$ cat src/rtl/hdlc_irq_pkg.sv
package hdlc_irq_pkg;
   localparam int STAT_W      = 8;
   localparam int B_GO_AHEAD  = 7;
   localparam int B_RX_EOP    = 6;
   localparam int B_TX_EOP    = 5;
   localparam int B_EOP_READ  = 4;
   localparam int B_TX_LOW    = 3;
   localparam int B_SHARED    = 2;
   localparam int B_RX_FULL   = 1;
   localparam int B_RX_OVF    = 0;
   typedef logic [STAT_W-1:0] stat_t;
endpackage

$ cat src/rtl/hdlc_rx_bit_counter.sv
module hdlc_rx_bit_counter #(
   parameter int MIN_BITS = 26
) (
   input  logic clk,
   input  logic rst_n,
   input  logic open_flag,
   input  logic bit_valid,
   output logic enough_bits
);
   localparam int CNT_W = $clog2(MIN_BITS + 1);
   localparam logic [CNT_W-1:0] CNT_MAX = CNT_W'(MIN_BITS);

   initial begin
      if (MIN_BITS < 1) $error("MIN_BITS must be at least 1");
   end

   logic [CNT_W-1:0] cnt_q;

   always_ff @(posedge clk or negedge rst_n) begin
      if (!rst_n)
         cnt_q <= '0;
      else if (open_flag)
         cnt_q <= '0;
      else if (bit_valid && (cnt_q != CNT_MAX))
         cnt_q <= cnt_q + 1'b1;
   end

   assign enough_bits = (cnt_q == CNT_MAX);

   AST_CNT_RESTART: assert property (@(posedge clk) disable iff (!rst_n)
      open_flag |=> (cnt_q == '0));
   AST_CNT_SATURATE: assert property (@(posedge clk) disable iff (!rst_n)
      (!open_flag && cnt_q == CNT_MAX) |=> (cnt_q == CNT_MAX));
   AST_CNT_IDLE_HOLD: assert property (@(posedge clk) disable iff (!rst_n)
      (!open_flag && !bit_valid) |=> $stable(cnt_q));
   AST_CNT_BOUNDED: assert property (@(posedge clk) disable iff (!rst_n)
      1'b1 |=> (cnt_q <= CNT_MAX));
endmodule

$ cat src/rtl/hdlc_shared_event_sel.sv
module hdlc_shared_event_sel #(
   parameter bit QUALIFY_ABORT = 1'b1
) (
   input  logic clk,
   input  logic rst_n,
   input  logic sel,
   input  logic rx_abort,
   input  logic abort_ok,
   input  logic tx_underrun,
   output logic shared_ev
);
   logic rx_term;

   generate
      if (QUALIFY_ABORT) begin : g_qual
         assign rx_term = rx_abort & abort_ok;
      end else begin : g_raw
         assign rx_term = rx_abort;
      end
   endgenerate

   assign shared_ev = sel ? tx_underrun : rx_term;

   AST_UNDERRUN_MASKED: assert property (@(posedge clk) disable iff (!rst_n)
      (!sel && !rx_abort) |-> !shared_ev);
   AST_ABORT_MASKED: assert property (@(posedge clk) disable iff (!rst_n)
      (sel && !tx_underrun) |-> !shared_ev);
   generate
      if (QUALIFY_ABORT) begin : g_chk
         AST_EARLY_ABORT_DROPPED: assert property (@(posedge clk) disable iff (!rst_n)
            (!sel && !abort_ok) |-> !shared_ev);
      end
   endgenerate
endmodule

$ cat src/rtl/hdlc_sticky_bank.sv
module hdlc_sticky_bank #(
   parameter int W = 8
) (
   input  logic         clk,
   input  logic         rst_n,
   input  logic [W-1:0] set_vec,
   input  logic         clr,
   output logic [W-1:0] q
);
   initial begin
      if (W < 1) $error("W must be at least 1");
   end

   generate
      for (genvar i = 0; i < W; i++) begin : g_bit
         always_ff @(posedge clk or negedge rst_n) begin
            if (!rst_n)
               q[i] <= 1'b0;
            else
               q[i] <= (q[i] & ~clr) | set_vec[i];
         end

         AST_SET_ON_EVENT: assert property (@(posedge clk) disable iff (!rst_n)
            set_vec[i] |=> q[i]);
         AST_CLEAR_ON_READ: assert property (@(posedge clk) disable iff (!rst_n)
            (clr && !set_vec[i]) |=> !q[i]);
         AST_STICKY_HOLD: assert property (@(posedge clk) disable iff (!rst_n)
            (!clr && q[i]) |=> q[i]);
         AST_COLLIDE_KEEP: assert property (@(posedge clk) disable iff (!rst_n)
            (clr && set_vec[i]) |=> q[i]);
      end
   endgenerate
endmodule

$ cat src/rtl/hdlc_irq_status.sv
module hdlc_irq_status
   import hdlc_irq_pkg::*;
#(
   parameter int MIN_ABORT_BITS = 26,
   parameter bit QUALIFY_ABORT  = 1'b1
) (
   input  logic        clk,
   input  logic        rst_n,
   input  logic        ev_go_ahead,
   input  logic        ev_rx_eop,
   input  logic        ev_tx_eop,
   input  logic        ev_eop_read,
   input  logic        ev_tx_low,
   input  logic        ev_rx_abort,
   input  logic        ev_tx_underrun,
   input  logic        ev_rx_full,
   input  logic        ev_rx_ovf,
   input  logic        rx_open_flag,
   input  logic        rx_bit_valid,
   input  logic        shared_sel,
   input  logic        rd_stb,
   output logic [7:0]  rd_data,
   output logic        irq
);
   initial begin
      if (STAT_W != 8) $error("status word must be 8 bits");
   end

   logic  abort_ok;
   logic  shared_ev;
   stat_t set_vec;
   stat_t stat_q;

   hdlc_rx_bit_counter #(.MIN_BITS(MIN_ABORT_BITS)) u_cnt (
      .clk(clk), .rst_n(rst_n),
      .open_flag(rx_open_flag), .bit_valid(rx_bit_valid),
      .enough_bits(abort_ok)
   );

   hdlc_shared_event_sel #(.QUALIFY_ABORT(QUALIFY_ABORT)) u_sel (
      .clk(clk), .rst_n(rst_n), .sel(shared_sel),
      .rx_abort(ev_rx_abort), .abort_ok(abort_ok),
      .tx_underrun(ev_tx_underrun), .shared_ev(shared_ev)
   );

   always_comb begin
      set_vec             = '0;
      set_vec[B_GO_AHEAD] = ev_go_ahead;
      set_vec[B_RX_EOP]   = ev_rx_eop;
      set_vec[B_TX_EOP]   = ev_tx_eop;
      set_vec[B_EOP_READ] = ev_eop_read;
      set_vec[B_TX_LOW]   = ev_tx_low;
      set_vec[B_SHARED]   = shared_ev;
      set_vec[B_RX_FULL]  = ev_rx_full;
      set_vec[B_RX_OVF]   = ev_rx_ovf;
   end

   hdlc_sticky_bank #(.W(STAT_W)) u_bank (
      .clk(clk), .rst_n(rst_n), .set_vec(set_vec), .clr(rd_stb), .q(stat_q)
   );

   assign rd_data = stat_q;
   assign irq     = |stat_q;

   AST_IRQ_ON_EVENT: assert property (@(posedge clk) disable iff (!rst_n)
      (|set_vec) |=> irq);
   AST_IRQ_DROPS: assert property (@(posedge clk) disable iff (!rst_n)
      (rd_stb && set_vec == '0) |=> !irq);
endmodule

$ cat config.mk
export PLATFORM = sky130hd
export DESIGN_NAME = hdlc_irq_status
export DESIGN_NICKNAME = d
export VERILOG_FILES = /design/src/rtl/hdlc_irq_pkg.sv /design/src/rtl/hdlc_rx_bit_counter.sv /design/src/rtl/hdlc_shared_event_sel.sv /design/src/rtl/hdlc_sticky_bank.sv /design/src/rtl/hdlc_irq_status.sv
export SDC_FILE = /design/constraint.sdc
export NUM_CORES = 1
export LEC_CHECK = 0
export ABC_AREA = 1
export CAP_MARGIN = 25
export CORE_MARGIN = 3
export CORE_UTILIZATION = 45
export DETAILED_ROUTE_END_ITERATION = 8
export GPL_ROUTABILITY_DRIVEN = 0
export HOLD_SLACK_MARGIN = 0.08
export PLACE_DENSITY = 0.81
export SLEW_MARGIN = 30
export SYNTH_ARGS = -nofsm -noshare
export SYNTH_HDL_FRONTEND = slang
export SYNTH_SLANG_ARGS = --single-unit
$ cat constraint.sdc
create_clock -name clk -period 2.18 [get_ports clk]
set_input_delay 0.218 -clock clk [delete_from_list [all_inputs] [get_ports clk]]
set_output_delay 0.218 -clock clk [all_outputs]
set_load 0.01 [all_outputs]
==> impl_results.md, run 1 <==
- Final ANT Viol Nets: 0
- Synth-to-Final Area Change: 42.07%
- Postcts setup bufs: 0
- WP data arrival: 1630 ps
- Power Density: 565.7 nW/µm²
- Mapped Nets: 85
- R2R cell count: 7
- Crit path to: irq
- PostCTS Resize Cnt: 0
- Top-area cell type share of the netlist area: 50.88%
- Worst setup SP type: flop
- Fillers: 101
- Pin count of the biggest net entering global routing: 14
- IO Port Bufs: 23
- Min-delay worst type: primary input to async pin
- Final period util: 84.84%
- H-tree depth: 1
- Synth cell types: 20
- VDD IR max: 377.4 µV
- R2R Setup Slk: 920 ps
- Slew at the pin closest to its max-slew limit: 553.4 ps
- Die W: 43.70 µm
- Total Wirelength: 1426 µm
- Initial DRT Pass Iterations: 2
- CTS tree: yes
- CP max stage delay: 510 ps
- Starting Density: 52.57%
- GRT overflow: 0
- CTS sink count: 13
- N_diodes: 0
- DRC violations left: 0
- Crit. End Element: output port
- CP Data Required Time: 1960 ps
- Mapped Cells: 68
- Ports: 24
- Die ar.: 1909 µm²
- Routed length per instance: 13.20 µm
- Num CTS Buffers: 3
- CP startpoint: u_bank.q[0]
- Final Hold Fails: 0
- Top post-synthesis cells by area: dfrtp_1 (51%), a21o_1 (8.2%), nand2_1 (8.2%), nand3_1 (5.5%), ha_1 (3.9%)
- Cell taking the most area after synthesis: dfrtp_1
- Leak: 0.0004173 µW
- Clock Latency Late Sink: 270 ps
- Initial antenna violation count: 0
- Worst reg2reg endpoint: u_cnt.cnt_q[3]
- Syn avg cell area: 9.402 µm²
- Setup TNS: 0 ps
- Worst path cell trace: nor4_1, nand2_1, clkdlybuf4s50_1
- Outcome: complete, no violations
- Warnings, synthesis: 0
- Fmax: 540.7 MHz
- Layout cells sized above 1: 8.511%
- Fin Clk Skew: 1.585 ps
- Die Y: 43.70 µm
- Area of the mapped netlist: 639.4 µm²
- Slowest cell on the critical path: clkdlybuf4s50_1
- Kind of critical path: flop to output port
- CTS Hold Buffers Added: 0
- Initial DRC Count: 3
- Max-Cap Viols: 0
- Nets: 112
- Vias: 557
- Fin worst setup slack: 330.5 ps
- Relative slew slack: 62.99%
- CTS root buf: clkbuf_4
- Sequential share of the synthesized area: 50.88%
- Vias in the first global route: 581
- Crit Path Max Fanout: 3
- Slew Limit Fails: 0
- Reg clk slew, reported paths: 70 ps
- Yosys reg bits: 13
- R2r startpoint: u_cnt.cnt_q[0]
- Core box area: 1216 µm²
- Post-Place Worst Slack: 631.2 ps
- FP Rows: 12
- First-pass GRT wire length: 2428 µm
- Final setup viols: 0
- Post-layout min period: 1850 ps
- Max clock buf depth: 2
- Global Route Usage Sum: 17.63%
- RSZ-0062 raised after global routing: false
- Via density: 5.157
placed cells by master (no fill, tap or decap):
| cell | synthesis | final |
|---|---|---|
| nand4_4 | 1 | 1 |
| clkbuf_4 | 0 | 3 |
| nor3_1 | 1 | 1 |
| dfrtp_1 | 13 | 13 |
| nand2_4 | 1 | 1 |
| nor4_1 | 2 | 2 |
| nand2_1 | 14 | 14 |
| ha_1 | 2 | 2 |
| clkbuf_1 | 0 | 1 |
| a21o_1 | 7 | 7 |
| nand3_1 | 7 | 7 |
| nand3b_1 | 1 | 1 |
| clkdlybuf4s50_1 | 0 | 23 |
| inv_1 | 5 | 5 |
| nor2_1 | 2 | 2 |
| nand2_2 | 1 | 1 |
| o21ai_0 | 2 | 2 |
| xor2_1 | 1 | 1 |
| inv_2 | 2 | 2 |
| clkinv_1 | 1 | 1 |
| a21oi_1 | 1 | 1 |
| nand4_1 | 3 | 3 |
report_power, final:
| part | switching, µW | leakage, µW | internal [µW] | total (µW) |
|---|---|---|---|---|
| sequential | 17.1 | 0.000155 | 257 | 274 |
| clock | 73.4 | 0.0000150 | 70.9 | 144 |
| combinational | 39.6 | 0.000247 | 55.7 | 95.3 |
final cells by class:
class                      instances  area (µm²)  share of cell area [%]
sequential                        13       325.3                   35.81
tap                               14       17.52                   1.928
timing repair buffer              23       230.2                   25.34
clock buffer                       4       26.28                   2.893
inverter                           8       30.03                   3.306
multi-input combinational         46       279.0                   30.72
sequential cells by signal, summed over array words and instances, names as in the netlist:
signal / flops
u_bank.q: 8
u_cnt.cnt_q: 5
worst min path at each step:
| stage | start | slack [ps] | to |
|---|---|---|---|
| after floorplan | rst_n | -80 | u_bank.q[0] |
| after global placement | u_bank.q[5] | 480 | u_bank.q[5] |
| after detailed placement | u_bank.q[4] | 500 | u_bank.q[4] |
| after CTS | rst_n | 310 | u_bank.q[2] |
| after global routing | rst_n | 310 | u_bank.q[1] |
| final | rst_n | 300 | u_bank.q[2] |
per-layer routing:
metal / vias to the layer above / wire length [µm] / GRT usage [%]
li1: 284 / - / -
met3: 2 / 61 / 7.884
met1: 260 / 578 / 17.53
met4: 0 / 10 / 6.627
met2: 11 / 776 / 31.69
met5: - / 0 / 0
worst max-delay path, delay by kind of cell, from the launching register on:
kind / cells / cell delay, ps
DFF: 1 / 400
buffers and inverters: 1 / 510
and+or+nand+nor: 2 / 450
through the flow:
step	instances	hold WS (ps)	power [µW]	utilization (%)	area, µm²
CTS	108	311.2	523.1	74.69	908.4
finish	108	300.5	513.9	74.69	908.4
global route	108	306.9	545.4	74.69	908.4
global placement	104	484.1	372.2	72.53	882.1
floorplan	68	-77.59	312.9	-	639.4
detailed placement	104	501.5	375.6	72.53	882.1
cells by family after synthesis:
kind of cell | share of synthesized area, %
and+or+nand+nor | 27.79
buffers and inverters | 5.479
AOI/OAI and AO/OA | 10.57
adders and majority gates | 3.913
DFF | 50.88
xor gates and xnor gates | 1.370
synthesized netlist by cell type:
master and n:
buf_2 1, nand3_1 7, nor4_1 2, ha_1 2
o21ai_0 2, nand2_1 14, dfrtp_1 13, nor3_1 1
nand2_2 1, inv_1 5, nand3b_1 1, a21oi_1 1
nor2_1 2, nand4_1 3, clkinv_1 1, nand4_4 1
nand2_4 1, a21o_1 7, xor2_1 1, inv_2 2
Power figures use the tool's default switching activity.
==> run 2: changes to the inputs <==
--- a/config.mk
+++ b/config.mk
@@ -8,11 +8,11 @@
 export ABC_AREA = 1
 export CAP_MARGIN = 25
 export CORE_MARGIN = 3
-export CORE_UTILIZATION = 45
+export CORE_UTILIZATION = 42
 export DETAILED_ROUTE_END_ITERATION = 8
 export GPL_ROUTABILITY_DRIVEN = 0
 export HOLD_SLACK_MARGIN = 0.08
-export PLACE_DENSITY = 0.81
+export PLACE_DENSITY = 0.77
 export SLEW_MARGIN = 30
 export SYNTH_ARGS = -nofsm -noshare
 export SYNTH_HDL_FRONTEND = slang
==> constraint.sdc (replaced) <==
create_clock -name clk -period 1.9 [get_ports clk]
set_input_delay 0.19 -clock clk [delete_from_list [all_inputs] [get_ports clk]]
set_output_delay 0.19 -clock clk [all_outputs]
set_load 0.01 [all_outputs]
==> impl_results.md, run 2 (synthesized netlist as in run 1, its figures left out) <==
- Post-DP HPWL: 1127 µm
- Vias: 558 (was 557)
- Biggest regs: u_bank.q (8), u_cnt.cnt_q (5) (unchanged)
- Initial antenna violation count: 0 (unchanged)
- Initial DRC Count: 2 (was 3)
- Reg with most FFs: u_bank.q (unchanged)
- Global Route Usage Sum: 16.13% (was 17.63%)
- Die W: 45.02 µm (was 43.70 µm)
- Slowest cell on the critical path: clkdlybuf4s50_1 (unchanged)
- Reg area: 325.3 µm² (unchanged)
- R2R Setup Slk: 640 ps (was 920 ps)
- Layout cells sized above 1: 8.511% (unchanged)
- Final setup viols: 0 (unchanged)
- PostCTS Resize Cnt: 0 (unchanged)
- Starting Density: 46.79% (was 52.57%)
- Commonest non-fill, non-tap cell in the layout: clkdlybuf4s50_1 (unchanged)
- Routed length per instance: 12.68 µm (was 13.20 µm)
- R2R cell count: 7 (unchanged)
- Min-delay worst type: primary input to async pin (unchanged)
- Internal power: 440.4 µW (was 383.7 µW)
- Final Hold Fails: 0 (unchanged)
- Multi-input gate area: 279.0 µm² (unchanged)
- Post-Place Worst Slack: 423.7 ps (was 631.2 ps)
- Worst path cell trace: nor4_1, nand2_1, clkdlybuf4s50_1 (unchanged)
- Sw Ratio: 24.94% (was 25.32%)
- CTS sink count: 13 (unchanged)
- Initial DRT Pass Iterations: 2 (unchanged)
- Post-layout min period: 1760 ps
- Nets: 112 (unchanged)
- Fmax: 568.3 MHz
- Pin count of the biggest net entering global routing: 14 (unchanged)
- Die ar.: 2026 µm² (was 1909 µm²)
- Postcts setup bufs: 0 (unchanged)
- FP Rows: 13 (was 12)
- DRC violations left: 0 (unchanged)
- GRT overflow: 0 (unchanged)
- Seq pwr share: 53.6% (was 53.4%)
- Max clock buf depth: 2 (unchanged)
- Switching power: 146.3 µW (was 130.1 µW)
- First-pass GRT wire length: 2270 µm (was 2428 µm)
- Slew at the pin closest to its max-slew limit: 559.4 ps (was 553.4 ps)
- Fillers: 109 (was 101)
- Clk pwr share: 27.6% (was 28.1%)
- Slew Limit Fails: 0 (unchanged)
- Power Density: 644.9 nW/µm² (was 565.7 nW/µm²)
- CP Data Required Time: 1710 ps (was 1960 ps)
- Final period util: 92.62%
- Num CTS Buffers: 3 (unchanged)
- Total Wirelength: 1382 µm (was 1426 µm)
- Crit Path Max Fanout: 3 (unchanged)
- H-tree depth: 1 (unchanged)
- Logic pwr share: 18.7% (was 18.5%)
- Core box area: 1366 µm² (was 1216 µm²)
- Clock Latency Late Sink: 270 ps (about the same)
- Max FFs per register: 8 (unchanged)
- N_diodes: 0 (unchanged)
- Vias in the first global route: 511 (was 581)
- CTS tree: yes (unchanged)
- RSZ-0062 raised after global routing: false (unchanged)
- R2r startpoint: u_cnt.cnt_q[0] (unchanged)
- Setup TNS: 0 ps (unchanged)
- Via density: 5.119 (was 5.157)
- Worst setup SP type: flop (unchanged)
- Reg clk slew, reported paths: 70 ps (about the same)
- IO Port Bufs: 23 (unchanged)
- Max-Cap Viols: 0 (unchanged)
- VDD IR max: 534.7 µV (was 377.4 µV)
- Fin worst setup slack: 140.2 ps (was 330.5 ps)
- Leak: 0.0004173 µW (unchanged)
- Fin Clk Skew: 0.9456 ps (was 1.585 ps)
- Die Y: 45.02 µm (was 43.70 µm)
- Ports: 24 (unchanged)
- Final ANT Viol Nets: 0 (unchanged)
- CTS Hold Buffers Added: 0 (unchanged)
- Worst reg2reg endpoint: u_cnt.cnt_q[3] (unchanged)
- Outcome: complete, no violations (unchanged)
- Relative slew slack: 62.59% (was 62.99%)
- CP max stage delay: 490 ps (was 510 ps)
- WP data arrival: 1570 ps (was 1630 ps)
- CTS root buf: clkbuf_4 (unchanged)
- Most frequent cells in the layout: clkdlybuf4s50_1 (23), nand2_1 (14), dfrtp_1 (13) (unchanged)
- Kind of critical path: flop to output port (unchanged)
- Synth-to-Final Area Change: 42.27% (was 42.07%)
- Crit. End Element: output port (unchanged)
## run 2: cell counts in the layout (fill, tap and decap cells not counted)
Identical to the previous run, type by type.
## run 2: per-layer routing
layer / routed length (µm) / global-route usage, %
met3: 67 / 7.171
met2: 749 / 28.81
met5: 0 / 0
met1: 558 / 17.35
met4: 8 / 3.509
## run 2: area by class of cell
type | instances | share of cell area [%]
timing repair buffer | 23 | 25.31
inverter | 8 | 3.301
multi-input combinational | 46 | 30.67
tap | 15 | 2.063
sequential | 13 | 35.76
clock buffer | 4 | 2.889
## run 2: worst max-delay path, delay by kind of cell, from the launching register on
kind | cells | cell delay, ps
buf+inv | 1 | 490
flops | 1 | 400
simple gates | 2 | 410
## run 2: power groups by stage
stage                     registers [µW]  logic, µW  clock network (µW)
after floorplan                      321       37.9                   0
after detailed placement             320        111                   0
after CTS                            315        112                 168
final                                315        110                 162
after global routing                 318        120                 182
after global placement               318        108                   0
## run 2: through the flow
stage | total power [µW] | cell area, µm² | instances | utilization, % | hold slack, ps
2_1_floorplan | 359.1 | 639.4 | 68 | - | -105.6
6_report | 586.6 | 909.6 | 109 | 66.58 | 278.6
5_1_grt | 619.1 | 909.6 | 109 | 66.58 | 295.2
3_3_place_gp | 426.6 | 883.3 | 105 | 64.65 | 485.1
3_5_place_dp | 431.1 | 883.3 | 105 | 64.65 | 496.2
4_1_cts | 594.6 | 909.6 | 109 | 66.58 | 291.1
## run 2: how the worst max path moves through the flow
stage                      to  slack (ps)      startpoint
6_report                  irq         140     u_bank.q[0]
5_1_grt                   irq          30     u_bank.q[0]
4_1_cts                   irq         120     u_bank.q[0]
3_5_place_dp              irq         420     u_bank.q[0]
3_3_place_gp              irq         450     u_bank.q[0]
2_1_floorplan  u_cnt.cnt_q[3]         750  u_cnt.cnt_q[0]
